==> src/rtl/dac_seg_pkg.sv <==
package dac_seg_pkg;
  // Default sample width and number of coarse (upper) sample bits.
  localparam int DEF_SMP_W = 16;
  localparam int DEF_CRS_W = 5;

  // Coarse count that stands for the centre of the scale.
  function automatic int mid_count(input int crs_w);
    return 1 << (crs_w - 1);
  endfunction
endpackage

==> src/rtl/seg_split.sv <==
// Splits one two's complement sample into coarse count, divider word and
// divider polarity, mirroring negative codes about the -1/0 boundary.
module seg_split #(
  parameter int SMP_W = 16,
  parameter int CRS_W = 5,
  localparam int FINE_W = SMP_W - CRS_W
) (
  input  logic [SMP_W-1:0]  smp,
  output logic [CRS_W-1:0]  cnt,
  output logic [FINE_W-1:0] fine,
  output logic              neg
);
  localparam int MAG_W = CRS_W - 1;
  localparam logic [CRS_W-1:0]  CNT_MID  = CRS_W'(1 << MAG_W);
  localparam logic [FINE_W-1:0] FINE_TOP = {FINE_W{1'b1}};

  logic [SMP_W-2:0] mir;      // one's complement of the magnitude bits
  logic [MAG_W-1:0] hi_pos;
  logic [MAG_W-1:0] hi_neg;

  assign neg    = smp[SMP_W-1];
  assign mir    = ~smp[SMP_W-2:0];
  assign hi_pos = smp[SMP_W-2:FINE_W];
  assign hi_neg = mir[SMP_W-2:FINE_W];

  always_comb begin
    if (neg) begin
      cnt  = CNT_MID - CRS_W'(hi_neg);
      fine = FINE_TOP - mir[FINE_W-1:0];
    end else begin
      cnt  = CNT_MID + CRS_W'(hi_pos);
      fine = smp[FINE_W-1:0];
    end
  end
endmodule

==> src/rtl/seg_therm.sv <==
// Binary coarse count to thermometer enables, low bits set first.
module seg_therm #(
  parameter int CRS_W = 5,
  localparam int SEG_N = (1 << CRS_W) - 1
) (
  input  logic [CRS_W-1:0] cnt,
  output logic [SEG_N-1:0] seg
);
  for (genvar i = 0; i < SEG_N; i++) begin : g_seg
    assign seg[i] = ({1'b0, cnt} > (CRS_W+1)'(i));
  end
endmodule

==> src/rtl/seg_dac_decoder.sv <==
// Stereo segment decoder: per-channel split and thermometer logic feeding
// output registers that all load on the same strobe edge.
module seg_dac_decoder
  import dac_seg_pkg::*;
#(
  parameter int SMP_W = DEF_SMP_W,
  parameter int CRS_W = DEF_CRS_W,
  localparam int FINE_W = SMP_W - CRS_W,
  localparam int SEG_N  = (1 << CRS_W) - 1
) (
  input  logic              clk,
  input  logic              rst_n,
  input  logic              load,
  input  logic [SMP_W-1:0]  smp_l,
  input  logic [SMP_W-1:0]  smp_r,
  output logic [SEG_N-1:0]  seg_l,
  output logic [FINE_W-1:0] div_l,
  output logic              neg_l,
  output logic [SEG_N-1:0]  seg_r,
  output logic [FINE_W-1:0] div_r,
  output logic              neg_r
);
  localparam int NCH = 2;
  localparam int MID = mid_count(CRS_W);
  localparam logic [SEG_N-1:0] SEG_RST = SEG_N'((64'd1 << MID) - 64'd1);

  logic [SMP_W-1:0]  smp_a  [NCH];
  logic [CRS_W-1:0]  cnt_a  [NCH];
  logic [FINE_W-1:0] fine_a [NCH];
  logic              neg_a  [NCH];
  logic [SEG_N-1:0]  seg_a  [NCH];
  logic [SEG_N-1:0]  seg_q  [NCH];
  logic [FINE_W-1:0] div_q  [NCH];
  logic              neg_q  [NCH];

  assign smp_a[0] = smp_l;
  assign smp_a[1] = smp_r;

  for (genvar ch = 0; ch < NCH; ch++) begin : g_ch
    seg_split #(.SMP_W(SMP_W), .CRS_W(CRS_W)) u_split (
      .smp  (smp_a[ch]),
      .cnt  (cnt_a[ch]),
      .fine (fine_a[ch]),
      .neg  (neg_a[ch])
    );

    seg_therm #(.CRS_W(CRS_W)) u_therm (
      .cnt (cnt_a[ch]),
      .seg (seg_a[ch])
    );

    // Output register: holds unless the shared strobe is high.
    always_ff @(posedge clk or negedge rst_n) begin
      if (!rst_n) begin
        seg_q[ch] <= SEG_RST;
        div_q[ch] <= '0;
        neg_q[ch] <= 1'b0;
      end else if (load) begin
        seg_q[ch] <= seg_a[ch];
        div_q[ch] <= fine_a[ch];
        neg_q[ch] <= neg_a[ch];
      end
    end
  end

  assign seg_l = seg_q[0];
  assign div_l = div_q[0];
  assign neg_l = neg_q[0];
  assign seg_r = seg_q[1];
  assign div_r = div_q[1];
  assign neg_r = neg_q[1];
endmodule

==> config.mk <==
export PLATFORM = sky130hd
export DESIGN_NAME = seg_dac_decoder
export DESIGN_NICKNAME = d
export VERILOG_FILES = /design/src/rtl/dac_seg_pkg.sv /design/src/rtl/seg_split.sv /design/src/rtl/seg_therm.sv /design/src/rtl/seg_dac_decoder.sv
export SDC_FILE = /design/constraint.sdc
export NUM_CORES = 1
export LEC_CHECK = 0
export BUFFER_PORTS_ARGS = -buffer_cell sky130_fd_sc_hd__buf_4
export CAP_MARGIN = 20
export CORE_MARGIN = 1
export CORE_UTILIZATION = 55
export DETAILED_ROUTE_END_ITERATION = 12
export HOLD_SLACK_MARGIN = 0.03
export PLACE_DENSITY = 0.89
export SLEW_MARGIN = 20
export SYNTH_ARGS = -nofsm -noshare
export SYNTH_HDL_FRONTEND = slang
export SYNTH_SLANG_ARGS = --single-unit
==> constraint.sdc <==
create_clock -name clk -period 1.3 [get_ports clk]
set_input_delay 0.26 -clock clk [delete_from_list [all_inputs] [get_ports clk]]
set_output_delay 0.26 -clock clk [all_outputs]
set_load 0.01 [all_outputs]
==> results_dict.tcl <==
set metrics [dict create \
    run_status "completed" \
    hold_path_startpoint "smp_r[6]" \
    grtUsageMet1 0.376 \
    gp_congestion 0.876 \
    drc 0 \
    numClockSinks 86 \
    portBuffers 120 \
    ys_ff_latch 86 \
    fmax_mhz 783 \
    clockBufferDepth 2 \
    synthDistinctLibCells 47 \
    synth_edf_count 0 \
    die_h_um 87.4 \
    syn_to_final_growth_pct 42.9 \
    drive_gt1_frac 0.477 \
    dp_hpwl_um 8120 \
    via_count 3698 \
    dr.pass1.iters 5 \
    grt_pass1_wl_um 17400 \
    worst_setup_path_end_kind "output port" \
    htreeDepth 3 \
    nets 602 \
    max_cap_viol_count 0 \
    clk_pin_slew_ps 90 \
    worstMarginPinSlew_ps 439 \
    coreArea_um2 6910 \
    slew_headroom 0.706 \
    syn_nets 435 \
    grt_overflow 0 \
    drtIter0Drc 215 \
    dpl_worst_slack_ps -258 \
    place_area_um2 5460 \
    grt_pass1_vias 3641 \
    hp-class "in -> reg" \
    grt_max_degree 30 \
    synth.avg_cell_area_um2 10.1 \
    finalHoldViolations 0 \
    crit_type "reg -> out" \
    post-route-cell-area_um2 5730 \
    synth.cell_area_um2 4010 \
    layout_commonest_cell "buf_4" \
    rsz0062_at_grt "yes" \
    grtUsageMet3 0.0588 \
    diodes 0 \
    finalCritPeriodShare 0.983 \
    slowest_stage "dfstp_2" \
    max_stage_delay_ps 550 \
    ioPinCount 121 \
    skew_ps 0 \
    viasPerCell 5.55 \
    top_usage_layer "met2" \
    fin_ws_ps 22.1 \
    ant_nets 0 \
    cts_tree "yes" \
    cts-root-buf "clkbuf_8" \
    total_power_w 0.00665 \
    start_util 0.580 \
    tns_ps 0 \
    cts_made_buffers 9 \
    dieArea_um2 7630 \
    r2r_start "seg_r[5]" \
    synth-seq-area-share 0.547 \
    leakagePower_nw 2.67 \
    p_per_area_nw_per_um2 1160 \
    layout_common_cells "buf_4 (168), dfrtp_1 (54), nor2_1 (42)" \
    num_rows 30 \
    grtUsageMet2 0.507 \
    critPathLaunch "seg_l[15]" \
    worstPathArrival_ps 1020 \
    insertion_delay_ps 350 \
    grt_use_total 0.300 \
    path_cells "buf_4" \
    synthFlopType "dfrtp_1" \
    crit_path_start_kind "flip-flop" \
    die_w_um 87.4 \
    critPathMaxFanout 2 \
    setup_viol 0 \
    fill_cells 430 \
    crit_buf_inv 1 \
    cp.required_ps 1040 \
    async_reset_ff_frac 1.00 \
    grt_antenna_before_repair 0 \
    post_drt_wl_per_cell_um 16.7 \
    fin_crit_ps 1280 \
    drt_wl_total_um 11100 \
    postLayoutCoreUtil 0.829 \
    ir_drop_mv 0.745 \
    netlist_instances 398 \
    cp_top_family "flip-flops" \
    slew_violations 0 \
    yosys_warnings 0 \
]
logic make-up (layout without fill, tap and decap cells):
| kind of cell | after synthesis | after routing | synth area share |
|---|---|---|---|
| adder cells (fa/ha/maj) | 2 | 2 | 0.00624 |
| XOR/XNOR | 6 | 6 | 0.0187 |
| buffers and inverters | 68 | 240 | 0.0709 |
| flip-flops | 86 | 86 | 0.547 |
| AO/OA/AOI/OAI | 103 | 103 | 0.160 |
| multiplexers | 26 | 26 | 0.0721 |
| AND/OR/NAND/NOR | 107 | 107 | 0.125 |
state kept, by name, summed over array words and instances (netlist names):
name,count
seg_l,31
seg_r,31
div_l,11
div_r,11
neg_l,1
neg_r,1
per-layer routing:
metal,routed length (um),vias to the layer above
li1,-,1702
met1,4410,1790
met2,5690,175
met3,767,31
met4,284,0
met5,0,-
layout make-up:
| cell class | count | area (um^2) | area share |
|---|---|---|---|
| clock buffers | 9 | 124 | 0.0216 |
| repair buffers | 184 | 1480 | 0.258 |
| well taps | 96 | 120 | 0.0210 |
| multi-input cells | 244 | 1580 | 0.277 |
| inverters | 40 | 150 | 0.0262 |
| clock inverters | 7 | 80.1 | 0.0140 |
| flip-flops and latches | 86 | 2190 | 0.383 |
synthesized netlist by cell type, drive strengths merged (4+ instances only):
| master | count | area, um^2 |
|---|---|---|
| dfrtp | 54 | 1350 |
| nor2 | 42 | 158 |
| inv | 40 | 150 |
| dfstp | 32 | 841 |
| o21ai | 29 | 145 |
| a21oi | 27 | 135 |
| nand2 | 24 | 90.1 |
| mux2 | 23 | 259 |
| buf | 16 | 88.8 |
| o22ai | 16 | 100 |
| clkbuf | 12 | 45.0 |
| nand3 | 11 | 55.1 |
| a31oi | 10 | 62.6 |
| nand4 | 7 | 43.8 |
| xnor2 | 6 | 75.1 |
| nor3 | 5 | 25.0 |
| nand2b | 4 | 25.0 |
| nor2b | 4 | 25.0 |
path summary, 6_finish.rpt:
kind                       depth (start not counted)         to  slack (ps)
hold reg to reg                                    2  seg_r[15]         470
hold / removal                                     2   div_r[6]         130
setup reg to reg                                   3   seg_r[5]         350
max in group asynchronous                          3   seg_r[6]         420
min in group asynchronous                          2  seg_l[26]         340
setup / recovery                                   1  seg_l[15]          20
metrics by stage:
stage,cells,hold slack [ps]
detailed placement,647,174
floorplan,398,-35.6
global route,666,120
finish,666,134
global placement,647,170
CTS,664,123
report_power, final:
| group | total [W] | switching [W] | internal (W) |
|---|---|---|---|
| sequential | 0.00314 | 0.000150 | 0.00299 |
| clock | 0.00193 | 0.00102 | 0.000915 |
| combinational | 0.00158 | 0.000781 | 0.000802 |
what timing repair did:
| action | in CTS | in global routing |
|---|---|---|
| endpoints found under the hold margin | 12 | 0 |
| endpoints found under the setup margin | 0 | 13 |
| hold buffers | 1 | 0 |
| setup buffers | 0 | 2 |
| resized for setup | 0 | 11 |
(Power assumes the default switching activity.)
